### src/rtl/gpio_irq_pkg.sv
package gpio_irq_pkg;

   // trigger field encoding: bit 0 arms rising edges, bit 1 arms falling edges
   typedef enum logic [1:0] {
      TRIG_OFF  = 2'd0,
      TRIG_RISE = 2'd1,
      TRIG_FALL = 2'd2,
      TRIG_BOTH = 2'd3
   } trig_mode_e;

   localparam int TRIG_LSB = 3;
   localparam int TRIG_MSB = 4;

   // word address bases of the register groups
   localparam int CTRL_BASE  = 'h100;
   localparam int STAT_BASE  = 'h080;
   localparam int MSET_BASE  = 'h0A0;
   localparam int MCLR_BASE  = 'h0C0;
   localparam int PIN_STRIDE = 32;

   typedef enum logic [2:0] {
      SEL_NONE,
      SEL_CTRL,
      SEL_STAT,
      SEL_MSET,
      SEL_MCLR
   } reg_sel_e;

endpackage

### src/rtl/gpio_irq_decode.sv
module gpio_irq_decode
   import gpio_irq_pkg::*;
#(
   parameter int ADDR_W   = 12,
   parameter int NUM_PINS = 32,
   parameter int BANK_IDX = 0,
   parameter int PIN_W    = 5
) (
   input  logic [ADDR_W-1:0] addr,
   output reg_sel_e          sel,
   output logic [PIN_W-1:0]  pin_idx
);

   localparam logic [ADDR_W-1:0] CTRL_LO = ADDR_W'(CTRL_BASE + 4 * PIN_STRIDE * BANK_IDX);
   localparam logic [ADDR_W-1:0] CTRL_HI = ADDR_W'(CTRL_BASE + 4 * PIN_STRIDE * BANK_IDX + 4 * NUM_PINS);
   localparam logic [ADDR_W-1:0] STAT_A  = ADDR_W'(STAT_BASE + 4 * BANK_IDX);
   localparam logic [ADDR_W-1:0] MSET_A  = ADDR_W'(MSET_BASE + 4 * BANK_IDX);
   localparam logic [ADDR_W-1:0] MCLR_A  = ADDR_W'(MCLR_BASE + 4 * BANK_IDX);

   logic [ADDR_W-1:0] offs;
   logic              aligned;

   assign offs    = addr - CTRL_LO;
   assign aligned = (addr[1:0] == 2'b00);

   always_comb begin
      sel     = SEL_NONE;
      pin_idx = PIN_W'(offs >> 2);
      if (aligned && (addr >= CTRL_LO) && (addr < CTRL_HI)) begin
         sel = SEL_CTRL;
      end else if (addr == STAT_A) begin
         sel = SEL_STAT;
      end else if (addr == MSET_A) begin
         sel = SEL_MSET;
      end else if (addr == MCLR_A) begin
         sel = SEL_MCLR;
      end
   end

endmodule

### src/rtl/gpio_irq_trig_cfg.sv
module gpio_irq_trig_cfg
   import gpio_irq_pkg::*;
#(
   parameter int NUM_PINS = 32,
   parameter int PIN_W    = 5
) (
   input  logic                     clk,
   input  logic                     rst_n,
   input  logic                     cfg_wr,
   input  logic [PIN_W-1:0]         cfg_pin,
   input  logic [1:0]               cfg_trig,
   output logic [NUM_PINS-1:0][1:0] trig_q
);

   for (genvar g = 0; g < NUM_PINS; g++) begin : g_pin
      always_ff @(posedge clk) begin
         if (!rst_n) begin
            trig_q[g] <= TRIG_OFF;
         end else if (cfg_wr && (cfg_pin == PIN_W'(g))) begin
            trig_q[g] <= cfg_trig;
         end
      end
   end

endmodule

### src/rtl/gpio_irq_edge_det.sv
module gpio_irq_edge_det #(
   parameter int NUM_PINS = 32
) (
   input  logic                     clk,
   input  logic                     rst_n,
   input  logic [NUM_PINS-1:0]      pin_lvl,
   input  logic [NUM_PINS-1:0][1:0] trig,
   output logic [NUM_PINS-1:0]      hit
);

   logic [NUM_PINS-1:0] prev_q;
   logic [NUM_PINS-1:0] rise;
   logic [NUM_PINS-1:0] fall;

   always_ff @(posedge clk) begin
      if (!rst_n) begin
         prev_q <= '0;
      end else begin
         prev_q <= pin_lvl;
      end
   end

   assign rise = pin_lvl & ~prev_q;
   assign fall = ~pin_lvl & prev_q;

   for (genvar g = 0; g < NUM_PINS; g++) begin : g_pin
      assign hit[g] = (trig[g][0] & rise[g]) | (trig[g][1] & fall[g]);
   end

endmodule

### src/rtl/gpio_irq_stat_mask.sv
module gpio_irq_stat_mask #(
   parameter int NUM_PINS = 32
) (
   input  logic                clk,
   input  logic                rst_n,
   input  logic [NUM_PINS-1:0] hit,
   input  logic [NUM_PINS-1:0] stat_clr,
   input  logic [NUM_PINS-1:0] mask_set,
   input  logic [NUM_PINS-1:0] mask_clr,
   output logic [NUM_PINS-1:0] status_q,
   output logic [NUM_PINS-1:0] mask_q
);

   always_ff @(posedge clk) begin
      if (!rst_n) begin
         status_q <= '0;
         mask_q   <= '1;
      end else begin
         // a fresh edge overrides a clear aimed at the same bit
         status_q <= (status_q & ~stat_clr) | hit;
         mask_q   <= (mask_q | mask_set) & ~mask_clr;
      end
   end

   assert_edge_sticks_R10 : assert property (@(posedge clk) disable iff (!rst_n)
      (|hit) |=> ((status_q & $past(hit)) == $past(hit)));

   assert_w1c_R7 : assert property (@(posedge clk) disable iff (!rst_n)
      (|stat_clr) |=> ((status_q & $past(stat_clr) & ~$past(hit)) == '0));

   assert_mask_set_R8 : assert property (@(posedge clk) disable iff (!rst_n)
      (|mask_set) |=> ((mask_q & $past(mask_set)) == $past(mask_set)));

   assert_mask_clr_R8 : assert property (@(posedge clk) disable iff (!rst_n)
      (|mask_clr) |=> ((mask_q & $past(mask_clr)) == '0));

endmodule

### src/rtl/gpio_irq_bank.sv
module gpio_irq_bank
   import gpio_irq_pkg::*;
#(
   parameter int ADDR_W   = 12,
   parameter int DATA_W   = 32,
   parameter int NUM_PINS = 32,
   parameter int BANK_IDX = 0
) (
   input  logic                clk,
   input  logic                rst_n,
   input  logic [NUM_PINS-1:0] pin_lvl,
   input  logic [ADDR_W-1:0]   reg_addr,
   input  logic                reg_wr,
   input  logic [DATA_W-1:0]   reg_wdata,
   output logic [DATA_W-1:0]   reg_rdata,
   output logic                bank_irq
);

   localparam int PIN_W = (NUM_PINS > 1) ? $clog2(NUM_PINS) : 1;

   if (NUM_PINS < 1 || NUM_PINS > PIN_STRIDE) begin : g_bad_pins
      $error("NUM_PINS must lie in 1..32");
   end
   if (DATA_W < NUM_PINS || DATA_W <= TRIG_MSB) begin : g_bad_data
      $error("DATA_W too narrow for the bank");
   end
   if (BANK_IDX < 0 || BANK_IDX > 7) begin : g_bad_bank
      $error("BANK_IDX must lie in 0..7");
   end
   if ((CTRL_BASE + 4 * PIN_STRIDE * (BANK_IDX + 1)) > (1 << ADDR_W)) begin : g_bad_addr
      $error("ADDR_W cannot reach the control words");
   end

   reg_sel_e                 sel;
   logic [PIN_W-1:0]         pin_idx;
   logic [NUM_PINS-1:0][1:0] trig_q;
   logic [NUM_PINS-1:0]      hit;
   logic [NUM_PINS-1:0]      status_q;
   logic [NUM_PINS-1:0]      mask_q;
   logic [NUM_PINS-1:0]      wvec;
   logic [NUM_PINS-1:0]      stat_clr;
   logic [NUM_PINS-1:0]      mask_set;
   logic [NUM_PINS-1:0]      mask_clr;

   gpio_irq_decode #(
      .ADDR_W  (ADDR_W),
      .NUM_PINS(NUM_PINS),
      .BANK_IDX(BANK_IDX),
      .PIN_W   (PIN_W)
   ) decode_i (
      .addr   (reg_addr),
      .sel    (sel),
      .pin_idx(pin_idx)
   );

   gpio_irq_trig_cfg #(
      .NUM_PINS(NUM_PINS),
      .PIN_W   (PIN_W)
   ) cfg_i (
      .clk     (clk),
      .rst_n   (rst_n),
      .cfg_wr  (reg_wr && (sel == SEL_CTRL)),
      .cfg_pin (pin_idx),
      .cfg_trig(reg_wdata[TRIG_MSB:TRIG_LSB]),
      .trig_q  (trig_q)
   );

   gpio_irq_edge_det #(
      .NUM_PINS(NUM_PINS)
   ) edge_i (
      .clk    (clk),
      .rst_n  (rst_n),
      .pin_lvl(pin_lvl),
      .trig   (trig_q),
      .hit    (hit)
   );

   assign wvec     = reg_wdata[NUM_PINS-1:0];
   assign stat_clr = (reg_wr && (sel == SEL_STAT)) ? wvec : '0;
   assign mask_set = (reg_wr && (sel == SEL_MSET)) ? wvec : '0;
   assign mask_clr = (reg_wr && (sel == SEL_MCLR)) ? wvec : '0;

   gpio_irq_stat_mask #(
      .NUM_PINS(NUM_PINS)
   ) sm_i (
      .clk     (clk),
      .rst_n   (rst_n),
      .hit     (hit),
      .stat_clr(stat_clr),
      .mask_set(mask_set),
      .mask_clr(mask_clr),
      .status_q(status_q),
      .mask_q  (mask_q)
   );

   always_comb begin
      unique case (sel)
         SEL_CTRL: reg_rdata = DATA_W'({trig_q[pin_idx], 3'b000});
         SEL_STAT: reg_rdata = DATA_W'(status_q);
         SEL_MSET,
         SEL_MCLR: reg_rdata = DATA_W'(mask_q);
         default:  reg_rdata = '0;
      endcase
   end

   assign bank_irq = |(status_q & ~mask_q);

   assert_irq_quiet_R9 : assert property (@(posedge clk) disable iff (!rst_n)
      (&mask_q) |-> !bank_irq);

   assert_irq_cause_R9 : assert property (@(posedge clk) disable iff (!rst_n)
      bank_irq |-> (|status_q));

endmodule

### config.mk
export PLATFORM = sky130hd
export DESIGN_NAME = gpio_irq_bank
export DESIGN_NICKNAME = d
export VERILOG_FILES = /design/src/rtl/gpio_irq_pkg.sv /design/src/rtl/gpio_irq_decode.sv /design/src/rtl/gpio_irq_trig_cfg.sv /design/src/rtl/gpio_irq_edge_det.sv /design/src/rtl/gpio_irq_stat_mask.sv /design/src/rtl/gpio_irq_bank.sv
export SDC_FILE = /design/constraint.sdc
export NUM_CORES = 1
export LEC_CHECK = 0
export BUFFER_PORTS_ARGS = -buffer_cell sky130_fd_sc_hd__buf_2
export CORE_MARGIN = 2
export CORE_UTILIZATION = 50
export CTS_CLUSTER_SIZE = 24
export DETAILED_ROUTE_END_ITERATION = 8
export PLACE_DENSITY = 0.71
export REMOVE_ABC_BUFFERS = 1
export SETUP_SLACK_MARGIN = 0.3
export SLEW_MARGIN = 15
export SYNTH_ARGS = -nofsm -noshare
export SYNTH_HDL_FRONTEND = slang
export SYNTH_SLANG_ARGS = --single-unit
### constraint.sdc
create_clock -name clk -period 6.55 [get_ports clk]
set_clock_uncertainty 0.1 [all_clocks]
set_input_delay 0.655 -clock clk [delete_from_list [all_inputs] [get_ports clk]]
set_output_delay 0.655 -clock clk [all_outputs]
set_load 0.005 [all_outputs]
==> results.yml, run 1 <==
clock_network:
  hold_buffers: 0
  cts.path.max_buffers: 2
  cts_made_buffers: 17
  htree_levels: 4
  post-cts-setup-buffers: 0
  clk_pin_slew_ps: 60
  cts_root_buffer: "clkbuf_16"
  cts_resized: 0
  cts.sink_count: 160
  clk_latency_ps: 420
  cts_tree: "built"
pwr:
  cellPowerDensity_nw_per_um2: 237
  vdd_drop_max_uv: 162
  power.leakage_nw: 3.65
routing:
  dr.pass1.iters: 7
  totalWireLength_um: 19700
  wl_per_cell_um: 18.0
  num_vias: 6220
  drcViolationCount: 0
  via_per_inst: 5.68
  drt_iter0_drc: 503
  antenna_left: 0
setup_path:
  critPathMaxFanout: 26
  cp-start-kind: "primary input"
  arrival_ps: 3430
  crit_path_end_kind: "primary output"
  worstPathRequired_ps: 5790
  setup.worst_path.class: "in2out"
sta:
  setup_viol_count_final: 0
  hold_viol: 0
  tightest_slew_ps: 875
  timing.max_slew.rel_slack_pct: 41.5
  fin_crit_ps: 4190
  fin_tns_setup_ps: 0
  rsz0062_at_grt: "false"
  fin_crit_sh_pct: 64.0
  max_freq_mhz: 239
  slew_violations: 0
yosys:
  synth_warnings: 0
  yosysSeqAreaShare_pct: 42.1
  synth_commonest_cells: "dfxtp_1, mux2i_1, and2_1, nand2_1, a21oi_1"
  ys_ff_latch: 160
  synth_top_area_share_pct: 42.1
  async_flop_share_pct: 0
  post-synth-top-count-cell: "dfxtp_1"
  synth-edff-count: 0
  ys_types: 40
  yosys.area.top_type: "dfxtp_1"
  syn_area_um2: 7600
  syn_area_per_cell_um2: 9.41
  yosys_most_used_dff: "dfxtp_1"
  synthCells: 808
  yosys-top-cells-area: "dfxtp_1, mux2i_1, and2_1"
floorplanning:
  initial_core_util_pct: 50.6
  num_rows: 45
  num_io_pins: 112
  core_area_um2: 15000
  fp.dieW_um: 127
  dieArea_um2: 16200
  die_y_um: 127
placement:
  dp.final_hpwl_um: 13500
  post_dp_cell_area_um2: 8200
  numPortBuffers: 111
  place_inst: 1063
  gp_congestion: 0.842
grt:
  grt_antenna_before_repair: 0
  grt_usage_pct: 24.4
  grt_max_degree: 99
  grt_overflow_total: 0
  grt_pass1_wl_um: 30700
  grt_pass1_vias: 5640
min_path:
  hp-class: "in2reg"
outcome:
  outcome: "complete, no violations"
run:
  maxCapViolations: 0
layout:
  stdcell_area_um2: 8790
  diodes: 0
  area_delta_synth_final_pct: 15.6
  fin_nets: 973
  fin_util_pct: 58.4
  finalNonFillerCells: 1095
  drive_gt1_share_pct: 19.5
## per-stage QoR
| step | total power, mW | hold slack (ps) | setup slack [ps] |
|---|---|---|---|
| 5_1_grt | 2.14 | 357 | 2180 |
| 2_1_floorplan | 1.04 | 348 | 2750 |
| 3_3_place_gp | 1.11 | 367 | 2350 |
| 6_report | 2.08 | 358 | 2360 |
| 3_5_place_dp | 1.11 | 375 | 2310 |
| 4_1_cts | 2.09 | 350 | 2310 |
## placed cells by master, fill, tap and decap left out, types with 2 or more instances in the layout
cell type and instances:
a21boi_0 2, a21oi_1 62, a222oi_1 2, a22o_1 30, and2_0 2, and2_1 64
and3_1 4, and4_1 3, buf_2 110, buf_4 7, bufinv_16 2, clkbuf_1 5
clkbuf_16 17, clkbuf_8 5, clkinv_2 3, dfxtp_1 160, inv_1 34, mux2_2 2
mux2i_1 65, mux4_2 17, nand2_1 63, nand2b_1 3, nand3_1 20, nand3b_1 33
nand4_1 2, nor2_1 4, nor2b_1 51, nor3_2 2, nor3_4 5, nor4_1 3
nor4_4 4, o21a_1 32, o21ai_0 35, o21ai_1 30, o22ai_1 15, or4_4 2
## worst max-delay path, stage by stage
cell      delay [ps]
buf_2            310
or4b_1           530
or3_4            420
nor4_4           460
buf_4            480
a222oi_1         180
o21ai_0          210
buf_2            180
## sequential cells by signal (all words and copies together), names as in the netlist
signal         cells
edge_i.prev_q     32
sm_i.status_q     32
cfg_i.trig_q      64
sm_i.mask_q       32
## area by class of cell
cell class	instances	area, µm²
repair buffers	117	603
multi-input cells	564	4030
flip-flops and latches	160	3200
fillers	1293	6250
inverters	34	128
clock buffers	27	513
well taps	188	235
clock inverters	5	75.1
## path summary, 6_finish.rpt
| kind | slack, ps | end | depth (start not counted) | startpoint |
|---|---|---|---|---|
| worst max-delay path | 2360 | reg_rdata[3] | 8 | reg_addr[2] |
| worst min-delay path | 360 | edge_i.prev_q[15]$_SDFF_PN0_ | 2 | pin_lvl[15] |
| worst min register to register | 380 | cfg_i.trig_q[61]$_SDFFE_PN0P_ | 2 | cfg_i.trig_q[61]$_SDFFE_PN0P_ |
| worst max register to register | 5270 | sm_i.status_q[7]$_SDFF_PN0_ | 3 | cfg_i.trig_q[15]$_SDFFE_PN0P_ |
## kinds of logic after synthesis
logic type	after synthesis	synth area share (%)
compound gates	211	17.0
xor+xnor	1	0.115
buf+inv	84	4.92
flops	160	42.1
mux	84	13.9
simple gates	268	21.9
## layer usage
layer  vias up  routed length, µm  track usage, %
met5         -                  0               0
li1       3043                  -               -
met2       178               8920            37.7
met3        26               1060            4.52
met1      2973               9240            34.2
met4         0                483            8.79
## power breakdown
| part | internal [mW] | switching (mW) | total, mW |
|---|---|---|---|
| logic | 0.0390 | 0.0627 | 0.102 |
| registers | 0.984 | 0.00430 | 0.988 |
| clock network | 0.611 | 0.377 | 0.988 |
| total | 1.63 | 0.444 | 2.08 |
No activity file was read; power rests on OpenSTA's default activity.
==> inputs of run 2 (changes only) <==
--- a/config.mk
+++ b/config.mk
@@ -10,7 +10,7 @@
 export CORE_UTILIZATION = 50
 export CTS_CLUSTER_SIZE = 24
 export DETAILED_ROUTE_END_ITERATION = 8
-export PLACE_DENSITY = 0.71
+export PLACE_DENSITY = 0.74
 export REMOVE_ABC_BUFFERS = 1
 export SETUP_SLACK_MARGIN = 0.3
 export SLEW_MARGIN = 15
==> constraint.sdc (replaced) <==
create_clock -name clk -period 3.5 [get_ports clk]
set_clock_uncertainty 0.1 [all_clocks]
set_input_delay 0.35 -clock clk [delete_from_list [all_inputs] [get_ports clk]]
set_output_delay 0.35 -clock clk [all_outputs]
set_load 0.005 [all_outputs]
==> run 2 against run 1 <==
Compared with the run above: register-to-register slack worse by 3000 ps; combinational power rose by 92%; non-clock buffer count increased by 5; die area stayed put; critical endpoint is now reg_rdata[24]; largest power group is now clock.
==> results.yml, run 2 (same netlist as run 1, synthesis figures left out) <==
layout:
  multiInputGateArea_um2: 4030
  stdcell_area_um2: 8860
  area_delta_synth_final_pct: 16.5
  mostFrequentLayoutCells: "dfxtp_1, buf_2, mux2i_1"
  finalNonFillerCells: 1098
  fin_nets: 978
  layout_commonest_cell: "dfxtp_1"
  seq_area_um2: 3200
  fin_util_pct: 58.9
  largest_reg_flops: 64
  diodes: 0
  regMostFlops: "cfg_i.trig_q"
  drive_gt1_share_pct: 20.0
  fillers: 1339
outcome:
  outcome: "complete, no violations"
routing:
  drt_iter0_drc: 561
  dr.pass1.iters: 5
  totalWireLength_um: 19700
  antenna_left: 0
  wl_per_cell_um: 18.0
  drcViolationCount: 0
  via_per_inst: 5.69
  num_vias: 6250
setup_path:
  crit_family: "simple AND/OR/NAND/NOR gates"
  cp-start-kind: "primary input"
  worstPathRequired_ps: 3050
  path_cells: "buf_2 -> or4_4 -> or3_4 -> nor3_4 -> buf_4 -> a22o_1 -> buf_2"
  crit_buf_inv: 3
  r2r-end: "sm_i.status_q[5]$_SDFF_PN0_"
  crit_path_end_kind: "primary output"
  cp_common_cell: "buf_2"
  cp_slowest_stage_delay_ps: 590
  critPathSlowestCell: "or4_4"
  ff2ff_path_depth: 3
  arrival_ps: 2620
  setup.worst_path.class: "in2out"
  ff2ff_setup_slack_ps: 2240
  critPathMaxFanout: 25
  timing.rr.start: "cfg_i.trig_q[11]$_SDFFE_PN0P_"
sta:
  setup_ws_ps: 435
  fin_tns_setup_ps: 0
  timing.max_slew.rel_slack_pct: 44.3
  fin_crit_sh_pct: 87.6
  setup_viol_count_final: 0
  hold_viol: 0
  fin_crit_ps: 3070
  tightest_slew_ps: 833
  rsz0062_at_grt: "false"
  max_freq_mhz: 326
  slew_violations: 0
grt:
  grt_max_degree: 67
  grt_pass1_wl_um: 30900
  grt_overflow_total: 0
  grt_antenna_before_repair: 0
  grt_usage_pct: 24.5
  grt_pass1_vias: 5793
clock_network:
  cts.sink_count: 160
  cts.path.max_buffers: 2
  post-cts-setup-buffers: 0
  hold_buffers: 0
  clk_pin_slew_ps: 60
  cts_tree: "built"
  clk_latency_ps: 420
  cts_root_buffer: "clkbuf_16"
  htree_levels: 4
  cts_made_buffers: 17
  cts_resized: 0
pwr:
  vdd_drop_max_uv: 342
  power.leakage_nw: 3.69
  cellPowerDensity_nw_per_um2: 445
placement:
  dp.final_hpwl_um: 13600
  post_dp_cell_area_um2: 8260
  place_inst: 1068
  pre_cts_ws_ps: 446
  gp_congestion: 0.847
  numPortBuffers: 111
min_path:
  hp-class: "in2reg"
  min_from: "pin_lvl[21]"
  holdPathEnd: "edge_i.prev_q[21]$_SDFF_PN0_"
  worstHoldPathCells: 2
floorplanning:
  num_io_pins: 112
  initial_core_util_pct: 50.6
  core_area_um2: 15000
  fp.dieW_um: 127
  die_y_um: 127
  num_rows: 45
  dieArea_um2: 16200
run:
  maxCapViolations: 0
[run 2: layout make-up]
type,instances,area share (%)
well taps,188,2.66
flip-flops and latches,160,36.2
clock inverters,6,1.19
clock buffers,24,5.55
repair buffers,122,7.52
inverters,34,1.44
multi-input cells,564,45.5
[run 2: worst register-to-register path: cells and delay by family (launching register included)]
family	cells	cell delay, ps
AND/OR/NAND/NOR	1	60
flip-flops	1	370
AO/OA/AOI/OAI	2	670
[run 2: worst max-delay path by stage]
| stage | from | to | slack, ps | depth (start not counted) |
|---|---|---|---|---|
| global route | reg_addr[10] | reg_rdata[24] | 360 | 7 |
| floorplan | reg_addr[10] | reg_rdata[4] | 310 | 5 |
| finish | reg_addr[10] | reg_rdata[24] | 430 | 7 |
| global placement | reg_addr[10] | reg_rdata[14] | 510 | 7 |
| CTS | reg_addr[10] | reg_rdata[24] | 450 | 7 |
| detailed placement | reg_addr[10] | reg_rdata[24] | 450 | 7 |
[run 2: where the power goes]
group / total (mW) / switching, mW / internal, mW
Sequential: 1.85 / 0.00813 / 1.84
Clock: 1.89 / 0.707 / 1.19
Combinational: 0.196 / 0.120 / 0.0764
[run 2: metrics by stage]
step | hold WS (ps) | power (mW)
final | 53.6 | 3.94
after global routing | 46.7 | 4.05
after CTS | 40.8 | 3.95
after detailed placement | 372 | 2.08
after global placement | 367 | 2.08
after floorplan | 326 | 1.95
[run 2: routing by layer]
layer | part of all wire [%] | up-vias | global-route usage [%] | wire length (µm)
li1 | - | 3040 | - | -
met1 | 46 | 2974 | 34.3 | 9030
met2 | 46 | 206 | 37.9 | 9060
met3 | 6.4 | 30 | 5.03 | 1260
met4 | 2.0 | 0 | 8.21 | 388
met5 | 0 | - | 0 | 0
==> inputs of run 3 (changes only) <==
--- a/config.mk
+++ b/config.mk
@@ -10,7 +10,7 @@
 export CORE_UTILIZATION = 50
 export CTS_CLUSTER_SIZE = 24
 export DETAILED_ROUTE_END_ITERATION = 8
-export PLACE_DENSITY = 0.74
+export PLACE_DENSITY = 0.71
 export REMOVE_ABC_BUFFERS = 1
 export SETUP_SLACK_MARGIN = 0.3
 export SLEW_MARGIN = 15
==> constraint.sdc (replaced) <==
create_clock -name clk -period 3 [get_ports clk]
set_clock_uncertainty 0.1 [all_clocks]
set_input_delay 0.3 -clock clk [delete_from_list [all_inputs] [get_ports clk]]
set_output_delay 0.3 -clock clk [all_outputs]
set_load 0.005 [all_outputs]
==> run 3 against run 2 <==
Compared with the run above: non-clock buffer count is 39 higher; flip-flop and latch count did not move; via count is 3.9% higher; cell area rose by 4.4%; critical path depth is 1 higher; die area unchanged; final cell count grew 3.6%; utilization increased by 2.6 points; sequential power increased by 17%; worst hold slack lost 41 ps; critical endpoint is now reg_rdata[3]; largest cell class unchanged.
==> results.yml, run 3 (same netlist as run 1, synthesis figures left out) <==
outcome:
  outcome: "complete, no violations"
layout:
  seq_area_um2: 3200
  mostFrequentLayoutCells: "dfxtp_1, buf_2, mux2i_1"
  diodes: 0
  area_delta_synth_final_pct: 21.6
  largest_reg_flops: 64
  layout_commonest_cell: "dfxtp_1"
  fillers: 1300
  regMostFlops: "cfg_i.trig_q"
  fin_util_pct: 61.5
  multiInputGateArea_um2: 4030
  finalNonFillerCells: 1138
  fin_nets: 1017
  drive_gt1_share_pct: 21.2
setup_path:
  path_cells: "buf_2 -> or4_4 -> or3_4 -> nor4_4 -> buf_6 -> a222oi_1 -> o21ai_1 -> buf_2"
  crit_start: "reg_addr[1]"
  critPathSlowestCell: "or4_4"
  cp_common_cell: "buf_2"
  worstPathRequired_ps: 2600
  cp-start-kind: "primary input"
  endpoint: "reg_rdata[3]"
  cp_slowest_stage_delay_ps: 540
  timing.rr.start: "cfg_i.trig_q[15]$_SDFFE_PN0P_"
  crit_family: "simple AND/OR/NAND/NOR gates"
  crit_buf_inv: 3
  ff2ff_setup_slack_ps: 1670
  critPathMaxFanout: 5
  r2r-end: "sm_i.status_q[7]$_SDFF_PN0_"
  setup.worst_path.class: "in2out"
  ff2ff_path_depth: 3
  path_depth: 8
  crit_path_end_kind: "primary output"
  arrival_ps: 2290
sta:
  fin_crit_sh_pct: 89.6
  timing.max_slew.rel_slack_pct: 51.6
  whs_ps: 12.3
  tightest_slew_ps: 719
  rsz0062_at_grt: "false"
  hold_viol: 0
  slew_violations: 0
  setup_viol_count_final: 0
  max_freq_mhz: 372
  fin_crit_ps: 2690
routing:
  drt_iter0_drc: 661
  drcViolationCount: 0
  wl_per_cell_um: 18.4
  dr.pass1.iters: 5
  via_per_inst: 5.70
  totalWireLength_um: 20900
  num_vias: 6491
  antenna_left: 0
clock_network:
  cts_root_buffer: "clkbuf_16"
  clk_pin_slew_ps: 60
  htree_levels: 4
  cts.sink_count: 160
  cts_made_buffers: 17
  cts.path.max_buffers: 2
  clk_latency_ps: 430
  cts_tree: "built"
floorplanning:
  dieArea_um2: 16200
  die_y_um: 127
  num_rows: 45
  core_area_um2: 15000
  initial_core_util_pct: 50.6
  fp.dieW_um: 127
  num_io_pins: 112
min_path:
  hp-class: "in2reg"
grt:
  grt_max_degree: 56
  grt_usage_pct: 25.9
  grt_pass1_wl_um: 32400
  grt_pass1_vias: 6007
  grt_antenna_before_repair: 1
  grt_overflow_total: 0
placement:
  dp.final_hpwl_um: 14300
  gp_congestion: 0.894
  place_inst: 1079
  numPortBuffers: 111
pwr:
  pwr-share-seq_pct: 46.1
  power.leakage_nw: 3.86
  combinationalPowerShare_pct: 5.5
  power_switching_mw: 1.01
  finalPower_mw: 4.68
  p_int_mw: 3.67
  cellPowerDensity_nw_per_um2: 506
  vdd_drop_max_uv: 422
  p_clk_share_pct: 48.3
  switching_share_pct: 21.6
run:
  maxCapViolations: 0
[run 3: cell types whose count changed in the layout (fill, tap and decap cells not counted), moves of 2 or more]
cell,previous run,this run
dlygate4sd3_1,0,21
buf_6,0,2
clkbuf_8,4,1
buf_2,110,108
clkinvlp_4,0,3
buf_4,10,27
[run 3: through the flow]
stage	setup WS, ps	TNS, ps	cell area, µm²
final	312	0	9240
after global routing	267	0	9240
after CTS	304	0	9160
after detailed placement	168	0	8320
after global placement	216	0	8320
after floorplan	-89.3	-1050	7350
[run 3: worst min path at each step]
stage / startpoint / end / slack (ps) / depth (start not counted)
finish: pin_lvl[18] / edge_i.prev_q[18]$_SDFF_PN0_ / 10 / 2
global route: pin_lvl[12] / edge_i.prev_q[12]$_SDFF_PN0_ / 10 / 2
CTS: pin_lvl[22] / edge_i.prev_q[22]$_SDFF_PN0_ / 1 / 2
detailed placement: cfg_i.trig_q[47]$_SDFFE_PN0P_ / cfg_i.trig_q[47]$_SDFFE_PN0P_ / 380 / 2
global placement: cfg_i.trig_q[47]$_SDFFE_PN0P_ / cfg_i.trig_q[47]$_SDFFE_PN0P_ / 370 / 2
floorplan: rst_n / sm_i.mask_q[7]$_SDFF_PN1_ / 280 / 1
[run 3: final cells by class]
class / instances / area share (%)
well taps: 188 / 2.55
clock buffers: 21 / 4.87
clock inverters: 10 / 1.75
inverters: 34 / 1.38
repair buffers: 161 / 11.2
flip-flops and latches: 160 / 34.7
multi-input cells: 564 / 43.6
[run 3: what timing repair did]
action / CTS / global route
endpoints found under the hold margin: 21 / 0
setup endpoints to repair: 25 / 30
cloned: 0 / 1
hold buffers: 21 / 0
gates resized for setup: 2 / 8
pin swaps: 1 / 4
setup buffers: 2 / 4
[run 3: worst register-to-register path, stage by stage (launching register included)]
cell and delay [ps]:
dfxtp_1 340, nand2_1 50, o21ai_0 570, o21a_1 220
[run 3: power groups by stage]
stage	combinational (mW)	clock (mW)	sequential (mW)
finish	0.259	2.26	2.16
global route	0.277	2.38	2.16
CTS	0.253	2.29	2.16
detailed placement	0.231	0	2.20
global placement	0.229	0	2.20
floorplan	0.0691	0	2.20
[run 3: routing by layer]
metal  wire [µm]  GRT usage, %  vias to the layer above  part of all wire [%]
met2        9530          39.4                      220                    46
met5           0             0                        -                     0
met1        9520          36.4                     3109                    45
li1            -             -                     3131                     -
met3        1330          4.94                       31                   6.3
met4         551          10.3                        0                   2.6
